## config.mk

```make
export PLATFORM = sky130hd
export DESIGN_NAME = cmp_edge_ctrl
export DESIGN_NICKNAME = d
export VERILOG_FILES = /design/src/rtl/cmp_irq_pkg.sv /design/src/rtl/cmp_sync.sv /design/src/rtl/cmp_ctrl.sv /design/src/rtl/cmp_dp.sv /design/src/rtl/cmp_edge_ctrl.sv
export SDC_FILE = /design/constraint.sdc
export NUM_CORES = 1
export LEC_CHECK = 0
export ABC_AREA = 1
export CAP_MARGIN = 15
export CORE_MARGIN = 2
export CORE_UTILIZATION = 35
export CTS_CLUSTER_SIZE = 8
export DETAILED_ROUTE_END_ITERATION = 8
export PLACE_DENSITY = 0.82
export SLEW_MARGIN = 20
export SYNTH_ARGS = -nofsm -noshare
export SYNTH_HDL_FRONTEND = slang
export SYNTH_HIERARCHICAL = 1
export SYNTH_SLANG_ARGS = --single-unit
```

## constraint.sdc

```tcl
create_clock -name clk -period 0.95 [get_ports clk]
set_input_delay 0.285 -clock clk [delete_from_list [all_inputs] [get_ports clk]]
set_output_delay 0.285 -clock clk [all_outputs]
set_load 0.05 [all_outputs]
```

## src/rtl/cmp_irq_pkg.sv

```systemverilog
package cmp_irq_pkg;

  localparam int REG_W    = 8;
  localparam int HYST_W   = 2;

  // Bit positions in the control/status register; software depends on them.
  localparam int EN_BIT   = 7;
  localparam int STAT_BIT = 6;
  localparam int RISE_BIT = 5;
  localparam int FALL_BIT = 4;
  localparam int HP_LSB   = 2;
  localparam int HN_LSB   = 0;

  typedef struct packed {
    logic              enable;
    logic [HYST_W-1:0] hystPos;
    logic [HYST_W-1:0] hystNeg;
  } cmpCfg_t;

  // Strobes from the control decoder to the datapath.
  typedef struct packed {
    logic    setRise;
    logic    setFall;
    logic    clrRise;
    logic    clrFall;
    logic    cfgLoad;
    cmpCfg_t cfgNext;
  } cmpStrobe_t;

endpackage

```

## src/rtl/cmp_sync.sv

```systemverilog
module cmp_sync #(
  parameter int STAGES = 2
) (
  input  logic clk,
  input  logic rstN,
  input  logic asyncIn,
  output logic syncOut
);

  logic [STAGES-1:0] chain;

  always_ff @(posedge clk or negedge rstN) begin
    if (!rstN) chain <= '0;
    else       chain <= {chain[STAGES-2:0], asyncIn};
  end

  assign syncOut = chain[STAGES-1];

  // every stage takes the stage before it one cycle later
  generate
    for (genvar i = 1; i < STAGES; i++) begin : g_stageChk
      p_stage_shift_r4: assert property (@(posedge clk) disable iff (!rstN)
        chain[i] == $past(chain[i-1]));
    end
  endgenerate

endmodule

```

## src/rtl/cmp_ctrl.sv

```systemverilog
module cmp_ctrl
  import cmp_irq_pkg::*;
(
  input  logic             clk,
  input  logic             rstN,
  input  logic             syncBit,
  input  logic             curEnable,
  input  logic             wrEn,
  input  logic [REG_W-1:0] wrData,
  output cmpStrobe_t       strb
);

  logic prevBit;
  logic riseSeen;
  logic fallSeen;
  logic unusedStatusWr;

  always_ff @(posedge clk or negedge rstN) begin
    if (!rstN) prevBit <= 1'b0;
    else       prevBit <= syncBit;
  end

  assign riseSeen = syncBit & ~prevBit;
  assign fallSeen = ~syncBit & prevBit;

  // Bit 6 is read-only; its write value is dropped here.
  assign unusedStatusWr = wrData[STAT_BIT];

  always_comb begin
    strb                 = '0;
    strb.setRise         = curEnable & riseSeen;
    strb.setFall         = curEnable & fallSeen;
    strb.clrRise         = wrEn & ~wrData[RISE_BIT];
    strb.clrFall         = wrEn & ~wrData[FALL_BIT];
    strb.cfgLoad         = wrEn;
    strb.cfgNext.enable  = wrData[EN_BIT];
    strb.cfgNext.hystPos = wrData[HP_LSB +: HYST_W];
    strb.cfgNext.hystNeg = wrData[HN_LSB +: HYST_W];
  end

  // a rising set strobe only follows a 0 -> 1 step of the synchronized bit
  p_rise_cause_r5: assert property (@(posedge clk) disable iff (!rstN)
    strb.setRise |-> (syncBit && !$past(syncBit)));

  // a falling set strobe only follows a 1 -> 0 step of the synchronized bit
  p_fall_cause_r6: assert property (@(posedge clk) disable iff (!rstN)
    strb.setFall |-> (!syncBit && $past(syncBit)));

endmodule

```

## src/rtl/cmp_dp.sv

```systemverilog
module cmp_dp
  import cmp_irq_pkg::*;
(
  input  logic             clk,
  input  logic             rstN,
  input  cmpStrobe_t       strb,
  input  logic             syncBit,
  input  logic             riseIrqEn,
  input  logic             fallIrqEn,
  output cmpCfg_t          cfg,
  output logic [REG_W-1:0] rdData,
  output logic             irqRise,
  output logic             irqFall
);

  logic riseFlag;
  logic fallFlag;

  always_ff @(posedge clk or negedge rstN) begin
    if (!rstN)             cfg <= '0;
    else if (strb.cfgLoad) cfg <= strb.cfgNext;
  end

  // A set strobe takes priority over a clear in the same cycle.
  always_ff @(posedge clk or negedge rstN) begin
    if (!rstN)             riseFlag <= 1'b0;
    else if (strb.setRise) riseFlag <= 1'b1;
    else if (strb.clrRise) riseFlag <= 1'b0;
  end

  always_ff @(posedge clk or negedge rstN) begin
    if (!rstN)             fallFlag <= 1'b0;
    else if (strb.setFall) fallFlag <= 1'b1;
    else if (strb.clrFall) fallFlag <= 1'b0;
  end

  always_comb begin
    rdData                     = '0;
    rdData[EN_BIT]             = cfg.enable;
    rdData[STAT_BIT]           = syncBit;
    rdData[RISE_BIT]           = riseFlag;
    rdData[FALL_BIT]           = fallFlag;
    rdData[HP_LSB +: HYST_W]   = cfg.hystPos;
    rdData[HN_LSB +: HYST_W]   = cfg.hystNeg;
  end

  assign irqRise = riseFlag & riseIrqEn;
  assign irqFall = fallFlag & fallIrqEn;

  // a flag only drops after a clear strobe
  p_rise_sticky_r7: assert property (@(posedge clk) disable iff (!rstN)
    $fell(riseFlag) |-> $past(strb.clrRise));
  p_fall_sticky_r7: assert property (@(posedge clk) disable iff (!rstN)
    $fell(fallFlag) |-> $past(strb.clrFall));

  // a set strobe leaves the flag set even with a clear alongside
  p_rise_set_wins_r9: assert property (@(posedge clk) disable iff (!rstN)
    strb.setRise |=> riseFlag);
  p_fall_set_wins_r9: assert property (@(posedge clk) disable iff (!rstN)
    strb.setFall |=> fallFlag);

  // a flag only rises while the comparator was enabled
  p_rise_gated_r8: assert property (@(posedge clk) disable iff (!rstN)
    $rose(riseFlag) |-> $past(cfg.enable));
  p_fall_gated_r8: assert property (@(posedge clk) disable iff (!rstN)
    $rose(fallFlag) |-> $past(cfg.enable));

endmodule

```

## src/rtl/cmp_edge_ctrl.sv

```systemverilog
module cmp_edge_ctrl
  import cmp_irq_pkg::*;
#(
  parameter int SYNC_STAGES = 2
) (
  input  logic              clk,
  input  logic              rstN,
  input  logic              cmpRaw,
  input  logic              wrEn,
  input  logic [REG_W-1:0]  wrData,
  output logic [REG_W-1:0]  rdData,
  input  logic              riseIrqEn,
  input  logic              fallIrqEn,
  output logic              irqRise,
  output logic              irqFall,
  output logic              cmpEnable,
  output logic [HYST_W-1:0] hystPos,
  output logic [HYST_W-1:0] hystNeg
);

  logic       syncBit;
  cmpStrobe_t strb;
  cmpCfg_t    cfg;

  cmp_sync #(.STAGES(SYNC_STAGES)) u_sync (
    .clk     (clk),
    .rstN    (rstN),
    .asyncIn (cmpRaw),
    .syncOut (syncBit)
  );

  cmp_ctrl u_ctrl (
    .clk       (clk),
    .rstN      (rstN),
    .syncBit   (syncBit),
    .curEnable (cfg.enable),
    .wrEn      (wrEn),
    .wrData    (wrData),
    .strb      (strb)
  );

  cmp_dp u_dp (
    .clk       (clk),
    .rstN      (rstN),
    .strb      (strb),
    .syncBit   (syncBit),
    .riseIrqEn (riseIrqEn),
    .fallIrqEn (fallIrqEn),
    .cfg       (cfg),
    .rdData    (rdData),
    .irqRise   (irqRise),
    .irqFall   (irqFall)
  );

  assign cmpEnable = cfg.enable;
  assign hystPos   = cfg.hystPos;
  assign hystNeg   = cfg.hystNeg;

  // a request is only raised when the readable flag and its enable are both high
  p_irq_rise_r10: assert property (@(posedge clk) disable iff (!rstN)
    irqRise |-> (rdData[RISE_BIT] && riseIrqEn));
  p_irq_fall_r10: assert property (@(posedge clk) disable iff (!rstN)
    irqFall |-> (rdData[FALL_BIT] && fallIrqEn));

endmodule

```

# Word-level counts from Yosys, hierarchy flattened
# Index checks and enable logic that the tools add are counted.
[op_classes]
n_mux = 4
bitwise = 12
reduce_logical = 2
[ops]
columns = ["op", "n"]
rows = [
  ["$and 1x1->1", 8],
  ["$mux 1", 4],
  ["$not 1->1", 4],
  ["$reduce_bool 2->1", 2],
]
[totals]
reg_bits = 10
inputBits = 14
wordCells = 25

# Longest topological paths before layout
# Gate-level depths: netlist of run 1.
[logic_depth]
depth_word = 4
mapped_depth = 5

# Cells and area by module
# The synthesis of run 1 kept the hierarchy.
[modules_own_cells]
columns = ["mod", "n_inst", "cells_each", "area_each_um2", "seq_area_each_um2"]
rows = [
  ["cmp_dp", 1, 43, 340.3, 175.2],
  ["cmp_ctrl", 1, 14, 96.3, 25.0],
  ["cmp_sync", 1, 2, 50.0, 50.0],
]

# Least setup slack after synthesis of run 1
# Ideal clock, no wire load.
[synth_path]
kind = "reg-to-output"
startpoint = "register u_dp/cfg[4] (netlist name)"
endpoint = "output port rdData[7]"
arrival_ns = 0.939
t_required_ns = 0.665
slack_ns = -0.274
stages_incl_launch_ff = 2
n_path_buf = 1
cell_sequence = "dfrtp_1 > buf_4"
[synth_lines]
columns = ["element", "line_no", "text"]
rows = [
  ["end, declared", "cmp_edge_ctrl.sv:11", "output logic [REG_W-1:0] rdData,"],
]
# No word-level cell between the ends.

# Worst setup path in the final report of run 1
[layout_path]
startpoint = "register u_dp.fallFlag"
endpoint = "output port irqFall"
[layout_via]
elab_chain_cells = 1
[layout_rtl]
columns = ["element", "line_no", "text"]
rows = [
  ["start, declared", "cmp_dp.sv:17", "logic fallFlag;"],
  ["start signal, assigned", "cmp_dp.sv:32", "if (!rstN) fallFlag <= 1'b0;"],
  ["start signal, assigned", "cmp_dp.sv:33", "else if (strb.setFall) fallFlag <= 1'b1;"],
  ["start signal, assigned", "cmp_dp.sv:34", "else if (strb.clrFall) fallFlag <= 1'b0;"],
  ["$and 1x1->1", "cmp_dp.sv:48", "assign irqFall = fallFlag & fallIrqEn;"],
  ["end, declared", "cmp_edge_ctrl.sv:15", "output logic irqFall,"],
]
# Every way passes these cells.

==> summary.txt, run 1 <==
Run status
  • Status: finished, violations left
  • Violated checks: negative setup slack

Cells and area
  • Area Overhead vs Synth: 90.5%
  • Most common cell after layout, fill and taps aside: nand2_1
  • Most frequent cells in the layout: nand2_1 (21), buf_12 (16), clkdlybuf4s50_1 (9)
  • Non-Filler Instances: 97
  • Share of layout cells above drive strength 1: 41.5%
  • Antenna Cells: 0
  • Layout net count: 97

Clock network
  • CTS tree: yes
  • CTS root buf: clkbuf_4
  • CTS Buf Count: 3
  • Clock Sink Count: 10
  • Worst-Skew Late Latency: 0.26 ns
  • CTS Hold Bufs: 0
  • Clock-pin slew on the worst setup and hold paths: 0.07 ns
  • Clock tree buffer depth: 2
  • H-tree Lvls: 1

Global routing
  • Gr ovfl total: 0
  • Vias in the first global route: 347
  • Largest net degree at the start of global routing: 11
  • Global-route usage over all layers: 13.4%
  • First-pass GRT wire length: 1360 um
  • Initial antenna violation count: 0

Timing
  • Final period util: 132%
  • Final hold vios: 0
  • Crit path time final: 1.26 ns
  • Slew headroom: 88.5%
  • Fmax: 795 MHz
  • Setup TNS: -3.41 ns
  • Setup violations, final: 15
  • Setup ws final: -0.308 ns
  • RSZ-0062 raised after global routing: yes
  • Final Max Slew Viols: 0
  • Fin Clk Skew: 0.00820 ns
  • Slew at the pin closest to its max-slew limit: 0.173 ns

Synth
  • Mapped cell area: 487 um^2
  • Flop and latch count out of synthesis: 10
  • Syn nets: 73
  • Netlist cell types: 6
  • Gate Count Post-Synth: 59
  • Mean post-synth cell area: 8.25 um^2
  • Warnings from Yosys: 6
  • Sequential fraction of the synthesis area: 51.4%

Placed design
  • Placement Setup Slack: -0.372 ns
  • DP Wirelength: 840 um
  • Gpl congestion: 0.698
  • IO Port Bufs: 27
  • Inst Count DP: 91

Drt
  • Vias: 416
  • Pre-antenna DRT Iters: 2
  • Post-route DRC violation count: 0
  • DR iter-0 viols: 4
  • Avg Vias per Cell: 4.29
  • Routed wire length: 1000 um
  • Avg WL per Cell: 10.4 um
  • Post-DRT Antenna Nets: 0

Worst setup path
  • Worst Setup EP: irqFall
  • Crit path kind: register to output pin
  • Arr. time, crit path: 0.97 ns
  • Critical R2R Launch: u_dp/riseFlag
  • Worst setup startpoint: u_dp/fallFlag
  • R2r setup slk: 0.08 ns
  • Reg-to-Reg End: u_dp/riseFlag
  • Worst Path Required: 0.66 ns
  • Crit Path Max Fanout: 2
  • Worst Setup Start Kind: register
  • Crit path capture type: output pin
  • Reg2Reg Depth: 4

Floorplan
  • Core area: 1300 um^2
  • Die ar.: 1700 um^2
  • Row cnt: 13
  • Die Y-Extent: 41.3 um
  • I/O pin cnt: 29
  • Starting Density: 37.4%
  • DIE WIDTH: 41.3 um

Pwr
  • Power Density: 1580 nW/um^2
  • Total power: 1.46 mW
  • Leakage: 0.445 nW
  • Worst VDD drop: 0.883 mV

Hold path
  • Worst Hold Class: primary input to asynchronous set/reset pin

Flow run
  • Max cap viols: 0
## how the worst min path moves through the flow
stage                                from               to  slack (ns)
after global placement    u_sync/chain[0]  u_sync/chain[1]        0.34
after detailed placement  u_sync/chain[0]  u_sync/chain[1]        0.34
after global routing                 rstN      u_dp/cfg[0]        0.35
after floorplan                      rstN   u_ctrl/prevBit       -0.01
after CTS                            rstN      u_dp/cfg[0]        0.35
final                                rstN      u_dp/cfg[0]        0.34
## routing by layer
metal / wire length [um] / vias up / track usage (%)
met4: 12 / 0 / 7.26
met2: 561 / 19 / 23.4
met5: 0 / - / 0
li1: - / 201 / -
met1: 337 / 194 / 12.4
met3: 92 / 2 / 6.91
## power breakdown
part | leakage [nW] | internal [mW] | switching [mW]
combinational | 0.315 | 0.327 | 0.314
sequential | 0.115 | 0.467 | 0.0524
clock | 0.0150 | 0.162 | 0.139
## repair_timing
item,in CTS,in global routing
setup buffers,2,0
resized for setup,5,0
pin swaps,2,2
setup endpoints to repair,16,15
## cells in the mapped netlist
master | number | area share, %
nor2_1 | 4 | 3.1
dfrtp_1 | 10 | 51
inv_1 | 7 | 5.4
nand2_1 | 23 | 18
inv_2 | 1 | 0.77
buf_4 | 14 | 22
## cell type report
type                            instances  area, um^2
Sequential cell                        10         256
Clock buffer                            4        26.3
Inverter                                8        37.5
Multi-Input combinational cell         27         106
Timing Repair Buffer                   33         482
Tap cell                               15        18.8
Fill cell                              96         374
## critical path, cell delays in order, from the launching register on
cell and delay, ns:
dfrtp_1 0.39, nand2_2 0.08, clkinvlp_4 0.09, buf_12 0.15
## logic make-up after synthesis
kind of cell / synth area share [%]
buf+inv: 27.8
simple gates: 20.8
flops: 51.4
## stage by stage
step	utilization (%)	hold slack, ns	cell area (um^2)
after detailed placement	67.8	0.337	882
after CTS	71.3	0.349	927
after global routing	71.3	0.347	927
after global placement	67.8	0.335	882
final	71.3	0.344	927
after floorplan	-	-0.0106	543
## sequential cells by signal, summed over array words and instances, names as in the netlist
name / count
u_dp/cfg: 5
u_dp/riseFlag: 1
u_sync/chain: 2
u_ctrl/prevBit: 1
u_dp/fallFlag: 1
Note: power is estimated with default switching activity, not from simulation.
==> run 2, diff against run 1 <==
GPL_TIMING_DRIVEN = 0   (was not set)
==> run 2 against run 1 <==
The flow still finishes with violations (negative setup slack). Total power decreased by 3.1%. Worst setup slack got worse by 0.013 ns. Global-route usage increased by 1.7 points. Via count increased by 1.9%. Largest cell class unchanged. Largest power group unchanged.
==> summary.txt, run 2 (synthesized netlist as in run 1, its figures left out) <==
Run status
  • Status: finished, violations left (unchanged)
  • Violated checks: negative setup slack (unchanged)

Worst setup path
  • Arr. time, crit path: 0.99 ns (was 0.97 ns)
  • Worst Path Required: 0.66 ns (about the same)
  • Worst Setup Start Kind: register (unchanged)
  • Critical R2R Launch: u_dp/cfg[4] (was u_dp/riseFlag)
  • Reg-to-Reg End: u_dp/fallFlag (was u_dp/riseFlag)
  • Crit path capture type: output pin (unchanged)
  • Crit path kind: register to output pin (unchanged)
  • Reg2Reg Depth: 5 (was 4)
  • Crit Path Max Fanout: 3 (was 2)
  • R2r setup slk: 0.09 ns (was 0.08 ns)

Pwr
  • Leakage: 0.457 nW (was 0.445 nW)
  • Total power: 1.42 mW (was 1.46 mW)
  • Worst VDD drop: 1.13 mV (was 0.883 mV)
  • Power Density: 1600 nW/um^2 (was 1580 nW/um^2)

Timing
  • Fin Clk Skew: 0.0119 ns (was 0.00820 ns)
  • Final hold vios: 0 (unchanged)
  • Crit path time final: 1.27 ns (was 1.26 ns)
  • Final period util: 134% (was 132%)
  • Fmax: 787 MHz (was 795 MHz)
  • Final Max Slew Viols: 0 (unchanged)
  • RSZ-0062 raised after global routing: yes (unchanged)
  • Setup ws final: -0.321 ns (was -0.308 ns)
  • WHS: 0.211 ns (was 0.344 ns)
  • Slew headroom: 70.5% (was 88.5%)
  • Setup violations, final: 15 (unchanged)
  • Setup TNS: -3.84 ns (was -3.41 ns)
  • Slew at the pin closest to its max-slew limit: 0.442 ns (was 0.173 ns)

Clock network
  • H-tree Lvls: 1 (unchanged)
  • Clock tree buffer depth: 2 (unchanged)
  • Clock Sink Count: 10 (unchanged)
  • CTS tree: yes (unchanged)
  • CTS Buf Count: 3 (unchanged)
  • CTS root buf: clkbuf_4 (unchanged)
  • CTS Hold Bufs: 0 (unchanged)
  • Clock-pin slew on the worst setup and hold paths: 0.07 ns (about the same)
  • Worst-Skew Late Latency: 0.27 ns (was 0.26 ns)

Drt
  • Avg Vias per Cell: 4.16 (was 4.29)
  • Routed wire length: 1110 um (was 1000 um)
  • Vias: 424 (was 416)
  • Avg WL per Cell: 10.9 um (was 10.4 um)
  • Post-route DRC violation count: 0 (unchanged)
  • DR iter-0 viols: 1 (was 4)
  • Pre-antenna DRT Iters: 2 (unchanged)
  • Post-DRT Antenna Nets: 0 (unchanged)

Floorplan
  • DIE WIDTH: 41.3 um (unchanged)
  • Die Y-Extent: 41.3 um (unchanged)
  • Starting Density: 37.4% (unchanged)
  • Core area: 1300 um^2 (unchanged)
  • I/O pin cnt: 29 (unchanged)
  • Die ar.: 1700 um^2 (unchanged)
  • Row cnt: 13 (unchanged)

Global routing
  • Global-route usage over all layers: 15.1% (was 13.4%)
  • Initial antenna violation count: 0 (unchanged)
  • Gr ovfl total: 0 (unchanged)
  • Vias in the first global route: 394 (was 347)
  • Largest net degree at the start of global routing: 11 (unchanged)
  • First-pass GRT wire length: 1500 um (was 1360 um)

Flow run
  • Max cap viols: 0 (unchanged)

Hold path
  • Worst Hold Class: primary input to register (was primary input to asynchronous set/reset pin)
  • Hold endpoint: u_dp/cfg[2]
  • Hold path startpoint: wrData[2]
  • WHS Path Cells: 3

Placed design
  • Gpl congestion: 0.696 (was 0.698)
  • IO Port Bufs: 22 (was 27)
  • DP Wirelength: 798 um (was 840 um)
  • Placement Cell Area: 782 um^2 (was 882 um^2)

Cells and area
  • Largest regs: u_dp/cfg (5), u_sync/chain (2) (unchanged)
  • Most common cell after layout, fill and taps aside: nand2_1 (unchanged)
  • Max reg flops: 5 (unchanged)
  • Post-route cell area: 883 um^2 (was 927 um^2)
  • Most frequent cells in the layout: nand2_1 (21), buf_8 (14), buf_4 (9) (was nand2_1 (21), buf_12 (16), clkdlybuf4s50_1 (9))
  • Most flop-heavy register: u_dp/cfg (unchanged)
  • Layout Utilization: 67.9% (was 71.3%)
  • Fill count: 119 (was 96)
  • Layout net count: 102 (was 97)
  • Antenna Cells: 0 (unchanged)
  • Share of layout cells above drive strength 1: 50.6% (was 41.5%)
  • Area Overhead vs Synth: 81.5% (was 90.5%)
-- run 2: how the worst max path moves through the flow --
stage / start / endpoint / slack [ns] / depth (start not counted)
2_1_floorplan: u_dp/cfg[4] / rdData[7] / -0.06 / 1
3_3_place_gp: fallIrqEn / irqFall / -1.00 / 4
3_5_place_dp: riseIrqEn / irqRise / -1.00 / 4
4_1_cts: u_dp/riseFlag / irqRise / -0.35 / 3
5_1_grt: u_dp/fallFlag / irqFall / -0.37 / 3
6_report: u_dp/fallFlag / irqFall / -0.32 / 3
-- run 2: final cells by class --
cell class | count | area [um^2] | share of cell area, %
repair buffers | 25 | 295 | 33.4
well taps | 15 | 18.8 | 2.12
plain buffers | 13 | 143 | 16.1
multi-input cells | 27 | 106 | 12.0
clock buffers | 4 | 26.3 | 2.97
flip-flops and latches | 10 | 256 | 29.0
inverters | 8 | 37.5 | 4.25
-- run 2: worst max-delay path, cell delays in order (launching register included) --
cell and delay, ns:
dfrtp_1 0.41, nand2_2 0.09, clkinvlp_4 0.08, buf_8 0.15
-- run 2: stage by stage --
stage	cells	setup WS, ns
5_1_grt	102	-0.367
6_report	102	-0.321
2_1_floorplan	59	-0.0592
4_1_cts	101	-0.347
3_3_place_gp	96	-1.00
3_5_place_dp	96	-1.00
-- run 2: repair_timing --
item,in CTS,in global routing
pin swaps,2,2
endpoints found under the setup margin,15,21
resized for setup,112,7
buffers inserted,2,1
-- run 2: power breakdown --
group / internal (mW) / total (mW) / leakage [nW] / switching [mW]
Clock: 0.162 / 0.304 / 0.0150 / 0.142
Sequential: 0.467 / 0.510 / 0.115 / 0.0431
Combinational: 0.281 / 0.602 / 0.327 / 0.321
-- run 2: layer usage --
metal / global-route usage, % / up-vias / share of wire [%]
met5: 0 / - / 0
met4: 14.5 / 0 / 3.3
met3: 4.26 / 4 / 8.5
met2: 27.3 / 19 / 55
met1: 12.8 / 190 / 33
li1: - / 211 / -
